$ cat src/rtl/irq_cfg_pkg.sv
package irq_cfg_pkg;
  typedef enum logic { MODE_SINGLE = 1'b0, MODE_PAIR = 1'b1 } irq_mode_e;

  localparam int DEF_LINES     = 8;
  localparam int DEF_VEC_W     = 8;
  localparam int DEF_LINK_LINE = 2;
  localparam int DEF_REDIR     = 1;
endpackage

$ cat src/rtl/irq_prio_pick.sv
module irq_prio_pick #(
  parameter int LINES = 8,
  parameter int IDX_W = $clog2(LINES)
) (
  input  logic [LINES-1:0] pend_i,
  input  logic [LINES-1:0] isr_i,
  output logic             hit_o,
  output logic [IDX_W-1:0] win_o,
  output logic             isr_any_o,
  output logic [IDX_W-1:0] isr_top_o
);
  logic [LINES-1:0] blocked;
  logic [LINES-1:0] eligible;

  assign blocked[0] = isr_i[0];
  genvar g;
  generate
    for (g = 1; g < LINES; g++) begin : g_prefix
      assign blocked[g] = blocked[g-1] | isr_i[g];
    end
  endgenerate

  assign eligible = pend_i & ~blocked;

  always_comb begin
    hit_o = 1'b0;
    win_o = '0;
    for (int i = LINES - 1; i >= 0; i--) begin
      if (eligible[i]) begin
        hit_o = 1'b1;
        win_o = IDX_W'(i);
      end
    end
  end

  always_comb begin
    isr_any_o = 1'b0;
    isr_top_o = '0;
    for (int i = LINES - 1; i >= 0; i--) begin
      if (isr_i[i]) begin
        isr_any_o = 1'b1;
        isr_top_o = IDX_W'(i);
      end
    end
  end
endmodule

$ cat src/rtl/irq_unit.sv
module irq_unit #(
  parameter int LINES     = 8,
  parameter int VEC_W     = 8,
  parameter int LINK_LINE = 2,
  parameter int IDX_W     = $clog2(LINES),
  parameter int BASE_W    = VEC_W - IDX_W
) (
  input  logic              clk,
  input  logic              rst,
  input  logic [LINES-1:0]  req_i,
  input  logic [BASE_W-1:0] base_i,
  input  logic              ack_i,
  input  logic              eoi_i,
  input  logic              link_en_i,
  output logic              int_o,
  output logic [VEC_W-1:0]  vec_o,
  output logic              vec_oe_o,
  output logic              link_ack_o,
  output logic              link_eoi_o
);
  localparam logic [IDX_W-1:0] SPUR_IDX = IDX_W'(LINES - 1);
  localparam logic [IDX_W-1:0] LINK_IDX = IDX_W'(LINK_LINE);

  logic [LINES-1:0] irr_q, isr_q;
  logic             int_q, oe_q;
  logic [VEC_W-1:0] vec_q;

  logic             hit, isr_any;
  logic [IDX_W-1:0] win, isr_top;
  logic             link_win, self_drive, grant;
  logic [LINES-1:0] set_mask, eoi_mask;

  irq_prio_pick #(.LINES(LINES), .IDX_W(IDX_W)) u_pick (
    .pend_i    (irr_q),
    .isr_i     (isr_q),
    .hit_o     (hit),
    .win_o     (win),
    .isr_any_o (isr_any),
    .isr_top_o (isr_top)
  );

  assign link_win   = link_en_i && hit && (win == LINK_IDX);
  assign grant      = ack_i && hit;
  assign self_drive = ack_i && !link_win;
  assign set_mask   = grant ? (LINES'(1) << win) : '0;
  assign eoi_mask   = (eoi_i && isr_any) ? (LINES'(1) << isr_top) : '0;

  assign link_ack_o = ack_i && link_win;
  assign link_eoi_o = eoi_i && isr_any && link_en_i && (isr_top == LINK_IDX);

  always_ff @(posedge clk) begin
    if (rst) begin
      irr_q <= '0;
      isr_q <= '0;
      int_q <= 1'b0;
      oe_q  <= 1'b0;
      vec_q <= '0;
    end else begin
      irr_q <= req_i & ~set_mask;
      isr_q <= (isr_q & ~eoi_mask) | set_mask;
      int_q <= ack_i ? 1'b0 : hit;
      oe_q  <= self_drive;
      vec_q <= self_drive ? {base_i, (hit ? win : SPUR_IDX)} : '0;
    end
  end

  assign int_o    = int_q;
  assign vec_o    = vec_q;
  assign vec_oe_o = oe_q;

  // in-service bits appear only through an acknowledge
  p_isr_set_by_ack_r5: assert property (@(posedge clk) disable iff (rst)
    !ack_i |=> ((isr_q & ~$past(isr_q)) == '0));

  // interrupt output falls after an acknowledge
  p_int_drop_ack_r5: assert property (@(posedge clk) disable iff (rst)
    ack_i |=> !int_o);

  // vector is driven only in the cycle after an acknowledge
  p_oe_after_ack_r4: assert property (@(posedge clk) disable iff (rst)
    !ack_i |=> !vec_oe_o);

  // a grant is always more urgent than every open service
  p_preempt_higher_r6: assert property (@(posedge clk) disable iff (rst)
    (ack_i && hit && !eoi_i) |=>
      (($past(isr_q) == '0) || ((isr_q & ~$past(isr_q)) < $past(isr_q))));

  // an end-of-interrupt removes exactly one open service
  p_eoi_clears_one_r7: assert property (@(posedge clk) disable iff (rst)
    (eoi_i && !ack_i && (isr_q != '0)) |=>
      ($countones(isr_q) == $countones($past(isr_q)) - 1));
endmodule

$ cat src/rtl/prio_irq_cascade.sv
module prio_irq_cascade
  import irq_cfg_pkg::*;
#(
  parameter irq_mode_e MODE      = MODE_PAIR,
  parameter int        LINES     = DEF_LINES,
  parameter int        VEC_W     = DEF_VEC_W,
  parameter int        LINK_LINE = DEF_LINK_LINE,
  parameter int        REDIR     = DEF_REDIR
) (
  input  logic                             clk,
  input  logic                             rst,
  input  logic [2*LINES-1:0]               irq_i,
  input  logic                             inta_i,
  input  logic                             eoi_i,
  input  logic [VEC_W-$clog2(LINES)-1:0]   mbase_i,
  input  logic [VEC_W-$clog2(LINES)-1:0]   sbase_i,
  output logic                             int_o,
  output logic [VEC_W-1:0]                 data_o,
  output logic                             data_oe_o
);
  localparam int IDX_W  = $clog2(LINES);
  localparam int BASE_W = VEC_W - IDX_W;

  logic [LINES-1:0] m_req;
  logic             m_int, m_oe, m_link_ack, m_link_eoi;
  logic [VEC_W-1:0] m_vec;
  logic             s_int, s_oe;
  logic [VEC_W-1:0] s_vec;
  logic             link_en;

  generate
    if (MODE == MODE_PAIR) begin : g_pair
      logic [LINES-1:0] s_req;
      logic             s_link_ack_unused, s_link_eoi_unused;

      always_comb begin
        s_req        = irq_i[2*LINES-1:LINES];
        s_req[REDIR] = s_req[REDIR] | irq_i[LINK_LINE];
      end

      irq_unit #(.LINES(LINES), .VEC_W(VEC_W), .LINK_LINE(LINK_LINE),
                 .IDX_W(IDX_W), .BASE_W(BASE_W)) u_sec (
        .clk        (clk),
        .rst        (rst),
        .req_i      (s_req),
        .base_i     (sbase_i),
        .ack_i      (m_link_ack),
        .eoi_i      (m_link_eoi),
        .link_en_i  (1'b0),
        .int_o      (s_int),
        .vec_o      (s_vec),
        .vec_oe_o   (s_oe),
        .link_ack_o (s_link_ack_unused),
        .link_eoi_o (s_link_eoi_unused)
      );

      always_comb begin
        m_req            = irq_i[LINES-1:0];
        m_req[LINK_LINE] = s_int;
      end
      assign link_en = 1'b1;
    end else begin : g_single
      assign s_int   = 1'b0;
      assign s_oe    = 1'b0;
      assign s_vec   = '0;
      assign m_req   = irq_i[LINES-1:0];
      assign link_en = 1'b0;
    end
  endgenerate

  irq_unit #(.LINES(LINES), .VEC_W(VEC_W), .LINK_LINE(LINK_LINE),
             .IDX_W(IDX_W), .BASE_W(BASE_W)) u_pri (
    .clk        (clk),
    .rst        (rst),
    .req_i      (m_req),
    .base_i     (mbase_i),
    .ack_i      (inta_i),
    .eoi_i      (eoi_i),
    .link_en_i  (link_en),
    .int_o      (m_int),
    .vec_o      (m_vec),
    .vec_oe_o   (m_oe),
    .link_ack_o (m_link_ack),
    .link_eoi_o (m_link_eoi)
  );

  assign int_o     = m_int;
  assign data_o    = m_vec | s_vec;
  assign data_oe_o = m_oe | s_oe;

  // the two units never drive the vector bus together
  p_single_driver_r8: assert property (@(posedge clk) disable iff (rst)
    !(m_oe && s_oe));

  // bus stays zero whenever it is not driven
  p_bus_idle_zero_r4: assert property (@(posedge clk) disable iff (rst)
    !data_oe_o |-> (data_o == '0));
endmodule

$ cat config.mk
export PLATFORM = sky130hd
export DESIGN_NAME = prio_irq_cascade
export DESIGN_NICKNAME = d
export VERILOG_FILES = /design/src/rtl/irq_cfg_pkg.sv /design/src/rtl/irq_prio_pick.sv /design/src/rtl/irq_unit.sv /design/src/rtl/prio_irq_cascade.sv
export SDC_FILE = /design/constraint.sdc
export NUM_CORES = 1
export LEC_CHECK = 0
export BUFFER_PORTS_ARGS = -buffer_cell sky130_fd_sc_hd__buf_4
export CAP_MARGIN = 30
export CORE_MARGIN = 3
export CORE_UTILIZATION = 50
export CTS_BUF_LIST = sky130_fd_sc_hd__clkbuf_8
export CTS_CLUSTER_DIAMETER = 60
export DETAILED_ROUTE_END_ITERATION = 10
export PLACE_DENSITY = 0.75
export SLEW_MARGIN = 20
export SYNTH_ARGS = -nofsm -noshare
export SYNTH_HDL_FRONTEND = slang
export SYNTH_SLANG_ARGS = --single-unit
$ cat constraint.sdc
create_clock -name clk -period 1.7 [get_ports clk]
set_clock_uncertainty 0.1 [all_clocks]
set_input_delay 0.085 -clock clk [delete_from_list [all_inputs] [get_ports clk]]
set_output_delay 0.085 -clock clk [all_outputs]
set_load 0.02 [all_outputs]
==> results of run 1 <==
-- synthesized netlist by cell type, types with 3 or more instances --
cell type / n
and2_2: 5
nand3_1: 7
inv_1: 9
clkbuf_1: 4
dfxtp_1: 52
nor2_1: 15
o21ai_0: 12
or2_2: 9
o21a_1: 7
and2_1: 5
a21oi_1: 18
nor3_1: 7
nor4b_1: 3
o21bai_1: 4
o311a_1: 3
nand4_1: 5
o211ai_1: 4
nor2b_1: 8
and3_1: 7
nand2b_1: 5
nand2_1: 14
-- area by class of cell --
cell class	count	area share [%]
Clock buffer	5	1.92
Clock inverter	3	0.698
Inverter	10	1.12
Multi-Input combinational cell	181	37.4
Sequential cell	52	29.3
Tap cell	52	1.82
Timing Repair Buffer	122	27.7
-- power groups by stage --
stage	sequential, µW	clock (µW)	combinational (µW)
after global routing	1320	805	870
after CTS	1310	753	776
after floorplan	1330	0	365
after global placement	1340	0	644
after detailed placement	1340	0	654
final	1320	740	811
-- metrics by stage --
stage	cells	power [µW]	TNS, ps	util, %	cell area, µm²
6_report	425	2870	-2660	80.6	3580
5_1_grt	425	3000	-5630	80.6	3580
4_1_cts	424	2840	-1740	79.8	3550
3_5_place_dp	382	1990	-4220	68.2	3030
3_3_place_gp	382	1980	-2410	68.2	3030
2_1_floorplan	252	1700	-3010	-	2380
-- cell families after synthesis --
logic type,after synthesis,share of synthesized area (%)
AOI/OAI and AO/OA,74,23.6
buffers and inverters,19,3.94
DFF,52,44.3
and+or+nand+nor,107,28.2
-- final timing paths --
path / endpoint / cells after the start / from
setup / recovery: g_pair.u_sec.irr_q[1] / 6 / u_pri.isr_q[1]
hold / removal: u_pri.isr_q[0] / 4 / eoi_i
setup reg to reg: g_pair.u_sec.irr_q[1] / 6 / u_pri.isr_q[1]
hold reg to reg: u_pri.irr_q[2] / 1 / g_pair.u_sec.int_o
-- layer usage --
metal / track usage [%] / vias up / wire, µm
li1: - / 1150 / -
met1: 30.1 / 1102 / 2930
met2: 45.0 / 73 / 3350
met3: 7.30 / 25 / 352
met4: 12.1 / 0 / 232
met5: 0 / - / 0
-- worst reg2reg max path: stages (launching register included) --
cell	delay, ps
dfxtp_2	380
nor4_4	250
buf_4	180
o221ai_4	130
or2_4	300
and3_4	200
a311oi_2	210
-- repair_timing --
action	in CTS	in global routing
endpoints found under the hold margin	31	0
resized for setup	24	7
setup endpoints to repair	42	48
pin swaps	17	7
hold buffers	28	0
buffers inserted	6	1
-- flip-flops by register name, summed over array words and instances (netlist names) --
name and count:
g_pair.u_sec.int_o 1, u_pri.vec_o 8, u_pri.irr_q 8, g_pair.u_sec.isr_q 8
g_pair.u_sec.irr_q 8, g_pair.u_sec.vec_oe_o 1, u_pri.vec_oe_o 1, u_pri.int_o 1
g_pair.u_sec.vec_o 8, u_pri.isr_q 8
==> summary.md, run 1 <==
| Metric | Value |
|---|---|
| DRC | `0` |
| Seq cells post-synth | `52` |
| Post-synth EDFFs | `0` |
| Comb power frac | `28.3%` |
| CP Cell Sequence | `nor4_4 > buf_4 > o221ai_4 > or2_4 > and3_4 > a311oi_2` |
| Worst-path clk slew | `90 ps` |
| Nets@finish | `402` |
| Synth top area share | `44.3%` |
| Max incr delay on CP | `380 ps` |
| Internal | `2010 µW` |
| CTS max path bufs | `2` |
| Slowest CP cell | `dfxtp_2` |
| Critical path buffers and inverters | `1` |
| Area grow syn2layout | `52.3%` |
| First-pass GRT wire length | `10.9 mm` |
| # setup viols final | `42` |
| Die H | `74.6 µm` |
| Reg area | `1050 µm²` |
| Run status | `complete, but fails checks` |
| Routed len/inst | `16.2 µm` |
| Cells after Synth | `252` |
| Fin worst setup slack | `-133 ps` |
| Yosys warns | `0` |
| Total die area | `5560 µm²` |
| Layout cell share with drive strength beyond 1 | `42.4%` |
| CP arrival | `1960 ps` |
| Core ar. | `4440 µm²` |
| Final Hold Fails | `0` |
| Clock H-tree levels | `2` |
| Setup slack, reg-to-reg | `-130 ps` |
| Rel. slew slack | `75.2%` |
| Antenna-violating nets left | `0` |
| Hold slack final | `16.9 ps` |
| Die width | `74.6 µm` |
| CP delay by family, top | `simple AND/OR/NAND/NOR gates` |
| Fillers | `269` |
| Worst-margin pin slew | `368 ps` |
| Sequential share of power | `45.9%` |
| Critical Path Sink Type | `flop` |
| Commonest non-fill, non-tap cells in the layout | `buf_4, dfxtp_1, dlygate4sd3_1` |
| Leak pwr | `0.00155 µW` |
| CTS Root Buffer Type | `clkbuf_8` |
| Pre-CTS WS | `-196 ps` |
| Clock power share | `25.8%` |
| Post-Syn Nets | `282` |
| Cts bufs inserted | `5` |
| # IOs | `40` |
| Vias | `2350` |
| Hold/Removal Path Class | `in2reg` |
| Worst EP required | `1830 ps` |
| Minimum clock period | `1830 ps` |
| Post-synthesis sequential area ratio | `44.3%` |
| Synthesized cell area | `2350 µm²` |
| Max Clk Rate | `0.545 GHz` |
| Drt via density | `5.53` |
| Most common flop cell mapped by yosys | `dfxtp_1` |
| CP Max Fanout | `6` |
| Vias in the first global route | `2420` |
| Net Sw Frac | `29.9%` |
| Initial Util | `52.9%` |
| PortBufs | `39` |
| Worst-Skew Late Latency | `320 ps` |
| Total wire length | `6.87 mm` |
| Max-cap viol count | `0` |
| Setup Crit Path Kind | `reg2reg` |
| GRT Residual Overflow | `0` |
| HPWL Detailed | `4.45 mm` |
| Placer Congestion | `0.908` |
| Sw Pwr | `857 µW` |
| Iter 0 DRT Violations | `110` |
| TritonCTS clock tree | `done` |
| Worst setup SP type | `flop` |
| Fin crit share | `108%` |
| Footprint of the multi-input gates | `1340 µm²` |
| Synth top area cells | `dfxtp_1, a21oi_1, o21ai_0, nor2_1, or2_2` |
| Post-synth top area cell | `dfxtp_1` |
| Initial antenna violation count | `0` |
| Slew Limit Fails | `0` |
| Mean Syn Cell Area | `9.33 µm²` |
| Ys async rst share | `0%` |
| # rows | `24` |
| PwrDens | `801 nW/µm²` |
| Leading cell type in the layout, fill and taps excluded | `buf_4` |
| Pin count of the biggest net entering global routing | `19` |
| RSZ-0062 raised after global routing | `yes` |
| Clock Sinks | `52` |
| Failing checks | `setup timing` |
| VDD IR max | `0.482 mV` |
| # diodes | `0` |
| Total track usage | `26.2%` |
| 1st-pass router iterations | `4` |
| Cell variety after synth | `58` |
No activity file was read; power rests on OpenSTA's default activity.
==> run 2, diff against run 1 <==
--- a/config.mk
+++ b/config.mk
@@ -5,9 +5,10 @@
 export SDC_FILE = /design/constraint.sdc
 export NUM_CORES = 1
 export LEC_CHECK = 0
+export ABC_AREA = 1
 export BUFFER_PORTS_ARGS = -buffer_cell sky130_fd_sc_hd__buf_4
 export CAP_MARGIN = 30
-export CORE_MARGIN = 3
+export CORE_MARGIN = 4
 export CORE_UTILIZATION = 50
 export CTS_BUF_LIST = sky130_fd_sc_hd__clkbuf_8
 export CTS_CLUSTER_DIAMETER = 60
==> constraint.sdc (replaced) <==
create_clock -name clk -period 1.57 [get_ports clk]
set_clock_uncertainty 0.1 [all_clocks]
set_input_delay 0.0785 -clock clk [delete_from_list [all_inputs] [get_ports clk]]
set_output_delay 0.0785 -clock clk [all_outputs]
set_load 0.02 [all_outputs]
==> run 2 against run 1 <==
The flow still finishes with violations (setup timing). Clock-buffer cell count did not move. Design area is 6.4% higher. Critical path depth rose by 8. Sequential share of layout area is 1.9 points lower. Non-clock buffer count increased by 4. Clock power increased by 73%. Hold slack improved by 100 ps. Synthesized cell count rose by 29%. Critical endpoint is now g_pair.u_sec.isr_q[7].
==> summary.md, run 2 <==
| Metric | Value |
|---|---|
| Yosys warns | `0` |
| CP most frequent cell | `nand2_1` |
| Area grow syn2layout | `64.6%` |
| Layout cell share with drive strength beyond 1 | `42.0%` |
| Cells after Synth | `326` |
| PortBufs | `39` |
| CP Cell Sequence | `nor2_2 > nand3_1 > nor2_1 > inv_1 > nand2_1 > nand2_1 > nand2_1 > nand2_1 > nand2_2 > nand2_1 > nor2_1 > buf_4 > nand2_1 > a21oi_2` |
| Total wire length | `9.15 mm` |
| Post-synth EDFFs | `0` |
| Rel. slew slack | `59.1%` |
| Worst Setup SP | `g_pair.u_sec.isr_q[4]` |
| Most frequent cells after synthesis | `nand2_1, inv_1, dfxtp_1` |
| Most common flop cell mapped by yosys | `dfxtp_1` |
| RR Startpoint | `g_pair.u_sec.isr_q[4]` |
| Initial Util | `52.5%` |
| Synth top area cells | `dfxtp_1, nand2_1, inv_1, nor2_1, a21oi_1` |
| Clock Sinks | `52` |
| Leak pwr | `0.00185 µW` |
| Max-cap viol count | `0` |
| Most common cell in the synthesized netlist | `nand2_1` |
| Clock H-tree levels | `2` |
| Nets@finish | `486` |
| Initial antenna violation count | `0` |
| Worst-path clk slew | `90 ps` |
| First-pass GRT wire length | `12.2 mm` |
| Footprint of the multi-input gates | `1300 µm²` |
| Worst EP required | `1730 ps` |
| Synth top area share | `44.9%` |
| Fillers | `227` |
| Min-delay src | `eoi_i` |
| Hold slack final | `118 ps` |
| Fin crit share | `135%` |
| CTS max path bufs | `2` |
| Slowest CP cell | `dfxtp_1` |
| Slew Limit Fails | `0` |
| Worst setup SP type | `flop` |
| Die width | `76.1 µm` |
| Routed len/inst | `18.0 µm` |
| Cell variety after synth | `24` |
| Placer Congestion | `0.952` |
| Die H | `76.1 µm` |
| # setup viols final | `51` |
| Drt via density | `5.65` |
| # IOs | `40` |
| 1st-pass router iterations | `5` |
| Core ar. | `4410 µm²` |
| TritonCTS clock tree | `done` |
| Ys async rst share | `0%` |
| VDD IR max | `0.846 mV` |
| Pin count of the biggest net entering global routing | `17` |
| Antenna-violating nets left | `0` |
| Total die area | `5790 µm²` |
| Final Hold Fails | `0` |
| Max Clk Rate | `0.471 GHz` |
| # diodes | `0` |
| DRC | `0` |
| Reg area | `1050 µm²` |
| Post-synth top area cell | `dfxtp_1` |
| Worst-Skew Late Latency | `330 ps` |
| Vias in the first global route | `2672` |
| PwrDens | `1300 nW/µm²` |
| Minimum clock period | `2120 ps` |
| Failing checks | `setup timing` |
| Commonest non-fill, non-tap cells in the layout | `buf_4, nand2_1, inv_1` |
| HPWL Detailed | `4.47 mm` |
| Vias | `2876` |
| Leading cell type in the layout, fill and taps excluded | `buf_4` |
| Mean Syn Cell Area | `7.11 µm²` |
| Fin worst setup slack | `-552 ps` |
| Seq cells post-synth | `52` |
| Pre-CTS WS | `-269 ps` |
| GRT Residual Overflow | `0` |
| Post-Syn Nets | `356` |
| Synthesized cell area | `2320 µm²` |
| CP arrival | `2280 ps` |
| CTS Root Buffer Type | `clkbuf_8` |
| CP Max Fanout | `4` |
| Worst-margin pin slew | `613 ps` |
| Total track usage | `25.5%` |
| Post-synthesis sequential area ratio | `44.9%` |
| Iter 0 DRT Violations | `216` |
| Run status | `complete, but fails checks` |
| Total power draw | `4960 µW` |
| Critical Path Sink Type | `flop` |
| Max incr delay on CP | `340 ps` |
| Hold/Removal Path Class | `in2reg` |
| # rows | `24` |
| RSZ-0062 raised after global routing | `yes` |
| Setup Crit Path Kind | `reg2reg` |
| Cts bufs inserted | `5` |
[run 2: area by class of cell]
class,instances,area share [%]
multi-input combinational,217,34.1
sequential,52,27.5
timing repair buffer,126,27.2
inverter,54,5.38
clock inverter,3,2.36
clock buffer,5,1.80
tap,52,1.71
[run 2: report_power, final]
| part | internal, µW | total, µW | switching [µW] |
|---|---|---|---|
| Combinational | 943 | 2180 | 1240 |
| Sequential | 1430 | 1500 | 67.6 |
| Clock | 797 | 1280 | 485 |
[run 2: worst max-delay path, delay by kind of cell, from the launching register on]
family,cells,cell delay (ps)
compound gates,1,110
buf+inv,2,260
flops,1,340
simple gates,11,1260
[run 2: routing by layer]
layer	part of all wire (%)	up-vias	wire (µm)	GRT usage [%]
met5	0	-	0	0
met4	6.6	0	600	9.44
met3	8.9	74	813	5.67
met2	48	240	4410	44.2
met1	36	1282	3330	30.7
li1	-	1280	-	-
[run 2: logic make-up after synthesis]
kind of cell    count (synthesis)  share of synthesized area, %
flops                          52                          44.9
compound gates                 57                          13.1
simple gates                  160                          32.7
buf+inv                        57                          9.23
[run 2: metrics by stage]
step / TNS (ps) / cell area (µm²) / util [%] / cells
floorplan: -327 / 2320 / - / 326
global placement: -8530 / 3010 / 68.3 / 460
detailed placement: -9470 / 3010 / 68.3 / 460
CTS: -9440 / 3640 / 82.4 / 505
global route: -23910 / 3810 / 86.4 / 509
finish: -18670 / 3810 / 86.4 / 509
[run 2: path summary, 6_finish.rpt]
check	end	slack, ps	depth (start not counted)
hold reg to reg	u_pri.isr_q[6]	380	2
setup / recovery	g_pair.u_sec.isr_q[7]	-550	14
hold / removal	u_pri.isr_q[6]	120	4
setup reg to reg	g_pair.u_sec.isr_q[7]	-550	14
[run 2: repair_timing]
action | in CTS | in global routing
buffers inserted | 9 | 5
endpoints found under the hold margin | 29 | 0
setup endpoints to repair | 50 | 51
pin swaps | 14 | 17
hold buffers | 28 | 0
resized for setup | 40 | 39
